===== config.mk =====
export PLATFORM = sky130hd
export DESIGN_NAME = mcast_hash_filter
export DESIGN_NICKNAME = d
export VERILOG_FILES = /design/src/rtl/mhf_pkg.sv /design/src/rtl/mhf_crc_step.sv /design/src/rtl/mhf_cfg_regs.sv /design/src/rtl/mhf_collect.sv /design/src/rtl/mhf_decide.sv /design/src/rtl/mcast_hash_filter.sv
export SDC_FILE = /design/constraint.sdc
export NUM_CORES = 1
export LEC_CHECK = 0
export BUFFER_PORTS_ARGS = -buffer_cell sky130_fd_sc_hd__buf_2
export CAP_MARGIN = 20
export CORE_ASPECT_RATIO = 0.75
export CORE_MARGIN = 3
export CORE_UTILIZATION = 33
export CTS_CLUSTER_DIAMETER = 200
export CTS_CLUSTER_SIZE = 25
export DETAILED_ROUTE_END_ITERATION = 8
export GPL_TIMING_DRIVEN = 0
export SLEW_MARGIN = 5
export SYNTH_ARGS = -nofsm -noshare
export SYNTH_HDL_FRONTEND = slang
export SYNTH_SLANG_ARGS = --single-unit

===== constraint.sdc =====
create_clock -name clk -period 1.9 [get_ports clk]
set_input_delay 0.095 -clock clk [delete_from_list [all_inputs] [get_ports clk]]
set_output_delay 0.095 -clock clk [all_outputs]
set_load 0.01 [all_outputs]

===== src/rtl/mhf_pkg.sv =====
package mhf_pkg;

    localparam int unsigned BYTE_W     = 8;
    localparam int unsigned ADDR_BYTES = 6;
    localparam int unsigned MAC_W      = BYTE_W * ADDR_BYTES;
    localparam int unsigned WORD_W     = 32;
    localparam int unsigned HASH_WORDS = 2;
    localparam int unsigned CRC_W      = 32;
    localparam logic [CRC_W-1:0] CRC_POLY = 32'h04C11DB7;
    localparam logic [CRC_W-1:0] CRC_INIT = '1;

    localparam int unsigned SEL_W  = $clog2(HASH_WORDS);
    localparam int unsigned IDX_W  = $clog2(WORD_W);
    localparam int unsigned HBITS  = SEL_W + IDX_W;
    localparam int unsigned CNT_W  = $clog2(ADDR_BYTES);
    localparam int unsigned CFG_AW = 3;

    localparam int unsigned STA_LO_ADDR = HASH_WORDS;
    localparam int unsigned STA_HI_ADDR = HASH_WORDS + 1;
    localparam int unsigned CTRL_ADDR   = HASH_WORDS + 2;

    typedef struct packed {
        logic bcast_en;   // bit 2
        logic allmulti;   // bit 1
        logic promisc;    // bit 0
    } ctrl_t;

    typedef struct packed {
        logic [HASH_WORDS-1:0][WORD_W-1:0] hash;
        logic [MAC_W-1:0]                  station;
        ctrl_t                             ctrl;
    } cfg_t;

    typedef struct packed {
        logic [CNT_W-1:0] cnt;
        logic [CRC_W-1:0] crc;
        logic [MAC_W-1:0] addr;
        logic             done;
    } col_t;

endpackage


===== src/rtl/mhf_crc_step.sv =====
module mhf_crc_step #(
    parameter int unsigned CRC_W = 32,
    parameter int unsigned BYTE_W = 8,
    parameter logic [CRC_W-1:0] POLY = 32'h04C11DB7
) (
    input  logic [CRC_W-1:0]  crc_i,
    input  logic [BYTE_W-1:0] byte_i,
    output logic [CRC_W-1:0]  crc_o
);
    // One byte per call, bits fed least significant first, MSB-first register.
    logic [CRC_W-1:0] chain [BYTE_W+1];

    assign chain[0] = crc_i;

    for (genvar j = 0; j < BYTE_W; j++) begin : g_bit
        logic fb;
        assign fb = chain[j][CRC_W-1] ^ byte_i[j];
        assign chain[j+1] = {chain[j][CRC_W-2:0], 1'b0} ^ (fb ? POLY : '0);
    end

    assign crc_o = chain[BYTE_W];
endmodule


===== src/rtl/mhf_cfg_regs.sv =====
module mhf_cfg_regs
    import mhf_pkg::*;
(
    input  logic              clk,
    input  logic              rst_n,
    input  logic              cfg_we,
    input  logic [CFG_AW-1:0] cfg_addr,
    input  logic [WORD_W-1:0] cfg_wdata,
    output cfg_t              cfg_o
);
    cfg_t cfg_d, cfg_q;

    always_comb begin
        cfg_d = cfg_q;
        if (cfg_we) begin
            for (int w = 0; w < HASH_WORDS; w++) begin
                if (cfg_addr == CFG_AW'(w)) cfg_d.hash[w] = cfg_wdata;
            end
            if (cfg_addr == CFG_AW'(STA_LO_ADDR))
                cfg_d.station[WORD_W-1:0] = cfg_wdata;
            if (cfg_addr == CFG_AW'(STA_HI_ADDR))
                cfg_d.station[MAC_W-1:WORD_W] = cfg_wdata[MAC_W-WORD_W-1:0];
            if (cfg_addr == CFG_AW'(CTRL_ADDR))
                cfg_d.ctrl = ctrl_t'(cfg_wdata[$bits(ctrl_t)-1:0]);
        end
    end

    always_ff @(posedge clk) begin
        if (!rst_n) cfg_q <= '0;
        else        cfg_q <= cfg_d;
    end

    assign cfg_o = cfg_q;

    // Writes above the control word leave every register untouched.
    assert_reserved_write_R3: assert property (@(posedge clk) disable iff (!rst_n)
        (cfg_we && cfg_addr > CFG_AW'(CTRL_ADDR)) |=> $stable(cfg_q));
endmodule


===== src/rtl/mhf_collect.sv =====
module mhf_collect
    import mhf_pkg::*;
(
    input  logic              clk,
    input  logic              rst_n,
    input  logic              in_valid,
    input  logic              in_first,
    input  logic [BYTE_W-1:0] in_byte,
    output logic              done_o,
    output logic [MAC_W-1:0]  addr_o,
    output logic [HBITS-1:0]  bucket_o
);
    col_t col_d, col_q;
    logic [CRC_W-1:0] crc_base, crc_next;
    logic [MAC_W-1:0] addr_shift;

    assign crc_base   = in_first ? CRC_INIT : col_q.crc;
    assign addr_shift = {col_q.addr[MAC_W-BYTE_W-1:0], in_byte};

    mhf_crc_step #(.CRC_W(CRC_W), .BYTE_W(BYTE_W), .POLY(CRC_POLY)) u_crc (
        .crc_i (crc_base),
        .byte_i(in_byte),
        .crc_o (crc_next)
    );

    always_comb begin
        col_d      = col_q;
        col_d.done = 1'b0;
        if (in_valid) begin
            if (in_first) begin
                col_d.crc  = crc_next;
                col_d.addr = addr_shift;
                col_d.cnt  = CNT_W'(1);
            end else if (col_q.cnt != '0) begin
                col_d.crc  = crc_next;
                col_d.addr = addr_shift;
                if (col_q.cnt == CNT_W'(ADDR_BYTES - 1)) begin
                    col_d.cnt  = '0;
                    col_d.done = 1'b1;
                end else begin
                    col_d.cnt = col_q.cnt + CNT_W'(1);
                end
            end
        end
    end

    always_ff @(posedge clk) begin
        if (!rst_n) col_q <= '0;
        else        col_q <= col_d;
    end

    assign done_o   = col_q.done;
    assign addr_o   = col_q.addr;
    assign bucket_o = col_q.crc[CRC_W-1 -: HBITS];

    assert_cnt_range_R9: assert property (@(posedge clk) disable iff (!rst_n)
        col_q.cnt < CNT_W'(ADDR_BYTES));
    assert_done_after_byte_R9: assert property (@(posedge clk) disable iff (!rst_n)
        col_q.done |-> $past(in_valid));
endmodule


===== src/rtl/mhf_decide.sv =====
module mhf_decide
    import mhf_pkg::*;
(
    input  logic [MAC_W-1:0] addr_i,
    input  logic [HBITS-1:0] bucket_i,
    input  cfg_t             cfg_i,
    output logic             is_bcast_o,
    output logic             is_group_o,
    output logic             accept_o
);
    logic [SEL_W-1:0] word_sel;
    logic [IDX_W-1:0] bit_sel;
    logic             hash_hit;

    assign word_sel   = bucket_i[HBITS-1 -: SEL_W];
    assign bit_sel    = bucket_i[IDX_W-1:0];
    assign hash_hit   = cfg_i.hash[word_sel][bit_sel];
    assign is_bcast_o = &addr_i;
    assign is_group_o = addr_i[MAC_W-BYTE_W];   // bit 0 of the first byte

    always_comb begin
        if (cfg_i.ctrl.promisc)  accept_o = 1'b1;
        else if (is_bcast_o)     accept_o = cfg_i.ctrl.bcast_en;
        else if (is_group_o)     accept_o = cfg_i.ctrl.allmulti | hash_hit;
        else                     accept_o = (addr_i == cfg_i.station);
    end
endmodule


===== src/rtl/mcast_hash_filter.sv =====
module mcast_hash_filter
    import mhf_pkg::*;
(
    input  logic        clk,
    input  logic        rst_n,
    input  logic        byte_valid,
    input  logic        byte_first,
    input  logic [7:0]  byte_data,
    input  logic        cfg_we,
    input  logic [2:0]  cfg_addr,
    input  logic [31:0] cfg_wdata,
    output logic        dec_valid,
    output logic        dec_accept
);
    cfg_t             cfg;
    logic             done;
    logic [MAC_W-1:0] addr;
    logic [HBITS-1:0] bucket;
    logic             is_bcast, is_group;

    mhf_cfg_regs u_regs (
        .clk      (clk),
        .rst_n    (rst_n),
        .cfg_we   (cfg_we),
        .cfg_addr (cfg_addr),
        .cfg_wdata(cfg_wdata),
        .cfg_o    (cfg)
    );

    mhf_collect u_col (
        .clk     (clk),
        .rst_n   (rst_n),
        .in_valid(byte_valid),
        .in_first(byte_first),
        .in_byte (byte_data),
        .done_o  (done),
        .addr_o  (addr),
        .bucket_o(bucket)
    );

    mhf_decide u_dec (
        .addr_i    (addr),
        .bucket_i  (bucket),
        .cfg_i     (cfg),
        .is_bcast_o(is_bcast),
        .is_group_o(is_group),
        .accept_o  (dec_accept)
    );

    assign dec_valid = done;

    assert_single_strobe_R9: assert property (@(posedge clk) disable iff (!rst_n)
        dec_valid |=> !dec_valid);
    assert_promisc_all_R5: assert property (@(posedge clk) disable iff (!rst_n)
        (dec_valid && cfg.ctrl.promisc) |-> dec_accept);
    assert_bcast_gate_R7: assert property (@(posedge clk) disable iff (!rst_n)
        (dec_valid && is_bcast && !cfg.ctrl.promisc) |-> (dec_accept == cfg.ctrl.bcast_en));
    assert_allmulti_R6: assert property (@(posedge clk) disable iff (!rst_n)
        (dec_valid && cfg.ctrl.allmulti && is_group && !is_bcast) |-> dec_accept);
    assert_empty_table_R4: assert property (@(posedge clk) disable iff (!rst_n)
        (dec_valid && cfg.hash == '0 && !cfg.ctrl.promisc && !cfg.ctrl.allmulti
         && is_group && !is_bcast) |-> !dec_accept);
endmodule


Word-level counts from Yosys, hierarchy flattened:

Cells that the tools add are included.

* mux-type cells: 20
* equality and inequality tests: 6
* reductions and logical operators: 11
* bitwise logic cells: 20
* order comparisons: 2
* $add $sub $neg: 1

Operators with widths (number)
* 32-bit by 27-bit bitwise XOR with 32-bit output: 8
* 27-bit 2-to-1 mux: 8
* 32-bit 2-to-1 mux: 3
* 84-bit 2-to-1 mux: 1
* 83-bit 2-to-1 mux: 1
* 48-bit == test: 1
* 48-bit AND reduction: 1
* 2-bit AND reduction: 6
* 1-bit bitwise XOR: 8
* 3-bit by 2-bit == test with 1-bit output, second input constant: 2
* 3-bit == test, second input constant: 2
* 5-bit by 6-bit less-than comparator with 1-bit output, second input constant: 1
* 1-bit binary-select mux with 5-bit select: 1
* 1-bit 2-to-1 mux: 5
* 4-bit OR reduction: 1
* 3-bit by 1-bit adder with 3-bit output, second input constant: 1
* 3-bit by 1-bit == test with 1-bit output, second input constant: 1
* 3-bit zero test: 1
* 3-bit 2-to-1 mux: 1
* 1-bit NOT: 3
* 3-bit nonzero test: 1
* 1-bit by 2-bit less-than comparator with 1-bit output, second input constant: 1
* 2-bit nonzero test: 1
* 1-bit bitwise OR: 1

* flip-flop bits (word level): 199
* output and inout port bits: 2
* logic and storage cells: 71
* bits of input ports: 48

Logic depth before layout (Yosys ltp):

* word-level depth: 27
* gate-level depth with buffers: 9
* mapped depth without buffers: 6

Modules after synthesis:

From an unflattened synthesis, not the netlist that was laid out.

* cell total of the unflattened synthesis: 1065
* area, all modules: 10045.9 um^2

Modules (own cells, without submodules)
* mhf_cfg_regs: instances 1, cells each 411, seq. area each 2302.2 um^2, area an instance 4240.3 um^2
* mhf_collect: instances 1, cells each 435, seq. area each 1681.6 um^2, area an instance 3562.2 um^2
* mhf_decide: instances 1, cells each 153, seq. area each 0.0 um^2, area an instance 1312.5 um^2
* mhf_crc_step: instances 1, cells each 66, seq. area each 0.0 um^2, area an instance 930.9 um^2

Worst setup path before layout:

OpenSTA, ideal clock, no wires.

* path kind: register to output
* from: register u_col.col_q (netlist bit u_col.bucket_o[0])
* to: output port dec_accept
* data required time: 1.805 ns
* arrival: 1.914 ns
* buffers on the path: 2
* stages on the path, launching flop included: 9
* setup slack: -0.109 ns
* cells stage by stage: dfxtp_1 -> buf_6 -> buf_12 -> mux4_2 -> mux4_2 -> nand3b_1 -> nand4b_1 -> o21ai_1 -> a21oi_1

* longest elaborated chain between the ends: 6

RTL lines
* start: declaration: RTL line mhf_collect.sv:13 `col_t col_d, col_q;`
* start signal: assignment: RTL line mhf_collect.sv:49 `else col_q <= col_d;`
* 1-bit binary-select mux with 5-bit select: RTL line mhf_decide.sv:17 `assign hash_hit = cfg_i.hash[word_sel][bit_sel];`
* 1-bit 2-to-1 mux (implied by the code): RTL line mhf_decide.sv:17
* 1-bit bitwise OR: RTL line mhf_decide.sv:24 `else if (is_group_o) accept_o = cfg_i.ctrl.allmulti | hash_hit;`
* 1-bit 2-to-1 mux: RTL line mhf_decide.sv:24
* 1-bit 2-to-1 mux: RTL line mhf_decide.sv:23 `else if (is_bcast_o) accept_o = cfg_i.ctrl.bcast_en;`
* 1-bit 2-to-1 mux: RTL line mhf_decide.sv:22 `if (cfg_i.ctrl.promisc) accept_o = 1'b1;`
* end: declaration: RTL line mcast_hash_filter.sv:13 `output logic dec_accept`

Every way passes these cells. The select of a mux whose other input is x is not followed.

Final worst setup path:

Same ends and word-level chain as after synthesis.

==> results.md <==
- The share of synthesized flip-flops with an asynchronous set or reset is 0%.
- The flow ran to the end, but the final reports show violations.
- The number of enable flip-flop cells after synthesis is 0.
- The most prevalent standard cell on the critical path is sky130_fd_sc_hd__buf_12.
- The share of the Yosys chip area taken by registers is between 40% and 50%.
- For this run, the leading register cell type out of synthesis is sky130_fd_sc_hd__dfxtp_1.
- The floorplan step defined a die boundary enclosing roughly 31,000 um^2.
- The number of H-tree levels is 4.
- The tightest hold margin is 49.81 ps.
- The transition at the pin with the smallest max-transition slack is 847.0 ps.
- The max-slew violation count is 0.
- The total number of nets in the final design is 1,352.
- The die boundary height is 153.4 um.
- The slowest cell on the critical path is sky130_fd_sc_hd__mux4_2.
- TritonCTS built the clock tree.
- Setup repair after global routing could not meet its margin everywhere.
- The clock passes through at most 2 buffers.
- Averaged over all synthesized cells, the footprint is 8.209 um^2.
- The synthesized netlist occupies a cell area of about 9600 um^2.
- The overall power of the completed layout is ~11 mW.
- The total setup violations reported at the end of the flow is 6.
- The tool flagged a number of max-cap violations equal to 0.
- The via count is 8,845.
- The worst path buffer plus inverter count is 5.
- Entering global routing, the biggest net connects 17 pins.
- The number of antenna diodes in the final layout is 0.
- Summing all multi-input logic gate instances after layout gives approximately 5400 um^2.
- The remaining routing DRC violations is 0.
- Routability-driven placement finished with a final weighted congestion of between 0.9 and 1.
- The routed design has 31,470 um of wire.
- The library cells used most frequently in the layout, excluding fill and tap cells, are sky130_fd_sc_hd__nand2_1, sky130_fd_sc_hd__dfxtp_1, sky130_fd_sc_hd__a21oi_1, sky130_fd_sc_hd__clkbuf_1, sky130_fd_sc_hd__buf_2.
- In the final layout, the share of cells above drive strength 1 is around 15%.
- The worst path setup slack after routing is -852.6 ps.
- After clock tree synthesis, the clock-pin slew on the worst setup and hold paths is 70 ps.
- Pin placement for this block handled 50 I/O pins.
- The TritonCTS sink count is approximately 200.
- The cell row count is 53.
- In the global route stage, overall resource usage came out at 19.99%.
- Once detailed placement completed, the half-perimeter wirelength came to 22,360 um.
- The number of vias per cell is 5.197.
- Synthesis inferred 199 register bits.
- Across the VDD grid, the largest voltage drop is 0.6418 mV.
- STA classifies the critical path endpoint as an output pin.
- Data on the critical path is required at its endpoint by around 1800 ps.
- Global routing finished with a remaining overflow of 0.
- The clock insertion delay at the later pin of the skew report is 450 ps.
- The post-synthesis cell type count is 57.
- The type of origin of the critical path is a register.
- On the final layout, the worst clock skew is 14.62 ps.
- Yosys printed 0 warnings.
- The number of port buffers is 45.
- Dividing the final minimum period by the clock period gives 144.9%.
- The checks that failed: setup timing.
- In the final routed layout, each cell accounts on average for 18.49 um.
- For this run, the slowest stage of the critical path takes a little under 500 ps.
- Synthesis produced a netlist with a net count of 1,212.
- The area overhead of the layout relative to synthesis is 24.77%.
- The count of TritonRoute iterations in the first routing pass is 5.
- The power density over cell area is 894.6 nW/um^2.
- After the first detailed-routing iteration, the DRC count stood at 1,058.
- The register cell area after layout is 3990 um^2.
- For this run, the top clock speed supported by timing is 0.3633 GHz.
- Once the floorplan was initialized, standard cells occupied between 30% and 40% of the core.
- The buffer cell driving the clock tree root is sky130_fd_sc_hd__clkbuf_16.
- The post-layout minimum cycle time is 2753 ps.
- The library cell used most frequently in the layout, excluding fill and tap cells, is sky130_fd_sc_hd__nand2_1.
- The worst setup path is of the reg -> out kind.
- The worst slew margin relative to its limit is between 40% and 50%.
- The horizontal die dimension is 202.5 um.
- The number of inserted filler cells in the final layout is 2,881.
- The floorplan step defined a core boundary enclosing 28,250 um^2.
- The signal on the critical path passes through buf_6 -> buf_12 -> buf_12 -> buf_4 -> mux2i_1 -> mux4_2 -> nand3_1 -> and4_1 -> o21ai_2 -> a21oi_2 -> buf_2.
- Counting the buffers created by CTS gives 17.
- The number of antenna violations at the first check in global routing is 0.
- Data on the critical path arrives at its endpoint at around 2700 ps.
- The number of global-route vias before repair came to around 8,000.
- The number of hold-slack violations in the final timing report is 0.
- The instance count of the mapped netlist is 1,164.
- The class of the tightest hold or removal check is in -> reg.
- OpenSTA, run right after detailed placement, puts the worst setup slack at -482.9 ps.
- The biggest fanout along the worst timing path is 7.
- The number of routed nets with antenna violations is 0.
- The first global-routing pass estimated 47,750 um of wire.
- In this run the static leakage power is 4.342 nW.
- In this design, the largest share of critical-path delay is due to buffers and inverters.
-- area by class of cell --
cell class / count / share of cell area [%]
sequential: 199 / 33.47
clock inverter: 9 / 0.7766
multi-input combinational: 873 / 45.55
timing repair buffer: 122 / 8.186
inverter: 8 / 0.2519
clock buffer: 23 / 3.925
tap: 385 / 4.040
buffer: 83 / 3.809
-- final timing paths --
kind | startpoint | cells past startpoint | endpoint | slack [ps]
max | u_col.bucket_o[0]$_SDFFE_PN0P_ | 11 | dec_accept | -850
min | byte_data[0] | 3 | u_col.addr_o[0]$_SDFFE_PN0P_ | 50
max reg2reg | u_col.bucket_o[2]$_SDFFE_PN0P_ | 8 | u_col.col_q[60]$_SDFFE_PN0P_ | -50
min reg2reg | u_regs.cfg_o[57]$_SDFFE_PN0P_ | 2 | u_regs.cfg_o[57]$_SDFFE_PN0P_ | 450
-- per-stage QoR --
stage,instance area [um^2],TNS [ps],utilization (%),std cells
2_1_floorplan,9560,-81.83,-,1164
3_3_place_gp,10270,-16970,36.35,1594
3_5_place_dp,10270,-17600,36.35,1594
4_1_cts,11460,-1239,40.56,1678
5_1_grt,11920,-1723,42.20,1702
6_report,11920,-958.9,42.20,1702
-- per-layer routing --
metal	global-route usage (%)	vias to the layer above	routed length [um]
li1	-	4193	-
met1	31.25	4248	15400
met2	27.96	369	12940
met3	3.555	35	2613
met4	5.308	0	515
met5	0	-	0
-- power by group --
group | total (mW) | leakage [nW] | internal (mW) | switching (mW)
clock | 3.59 | 0.270 | 1.89 | 1.69
combinational | 2.60 | 2.46 | 1.29 | 1.32
sequential | 4.48 | 1.62 | 4.34 | 0.135
-- Yosys cell counts (5+ instances only) --
library cell,number,area share (%)
sky130_fd_sc_hd__nand4_1,16,1.0
sky130_fd_sc_hd__nor3_1,5,0.26
sky130_fd_sc_hd__nand3_1,14,0.73
sky130_fd_sc_hd__o211ai_1,8,0.63
sky130_fd_sc_hd__inv_1,6,0.24
sky130_fd_sc_hd__xnor3_1,11,2.6
sky130_fd_sc_hd__o21ai_0,9,0.47
sky130_fd_sc_hd__clkbuf_1,56,2.2
sky130_fd_sc_hd__mux2i_1,15,1.6
sky130_fd_sc_hd__xnor2_1,52,4.8
sky130_fd_sc_hd__dfxtp_1,199,42
sky130_fd_sc_hd__nor2_1,46,1.8
sky130_fd_sc_hd__buf_2,19,1.0
sky130_fd_sc_hd__nand3b_1,5,0.39
sky130_fd_sc_hd__mux4_2,9,2.1
sky130_fd_sc_hd__mux4_1,5,1.4
sky130_fd_sc_hd__nand2_1,365,14
sky130_fd_sc_hd__a21oi_1,183,9.6
sky130_fd_sc_hd__xor2_1,46,4.2
sky130_fd_sc_hd__buf_1,5,0.20
sky130_fd_sc_hd__nor4_1,14,0.92
sky130_fd_sc_hd__a211oi_1,16,1.3
-- state kept, by name, summed over array words and instances (netlist names) --
name            flops
u_col.bucket_o      6
u_regs.cfg_o      115
u_col.addr_o       48
u_col.done_o        1
u_col.col_q        29
-- timing repair --
item                                    in CTS  in global routing
hold buffers                                40                  0
buffers inserted                            12                 26
endpoints found under the setup margin      48                 52
pin swaps                                    6                 40
gates cloned                                 0                  0
hold endpoints to repair                   122                  0
gates resized for setup                     28                 62
-- logic make-up after synthesis --
group	synth area share (%)
buf+inv	4.269
compound gates	13.75
simple gates	21.54
xor+xnor	13.57
mux	5.185
flops	41.69
-- worst register-to-register path, cell delays in order, from the launching register on --
cell and delay (ps):
sky130_fd_sc_hd__dfxtp_2 320, sky130_fd_sc_hd__buf_6 130, sky130_fd_sc_hd__buf_6 130, sky130_fd_sc_hd__or3_4 400, sky130_fd_sc_hd__a211oi_4 240, sky130_fd_sc_hd__o211ai_1 190
sky130_fd_sc_hd__a211oi_2 300, sky130_fd_sc_hd__o21ai_1 110, sky130_fd_sc_hd__nand3_1 80
Power figures use the tool's default switching activity.
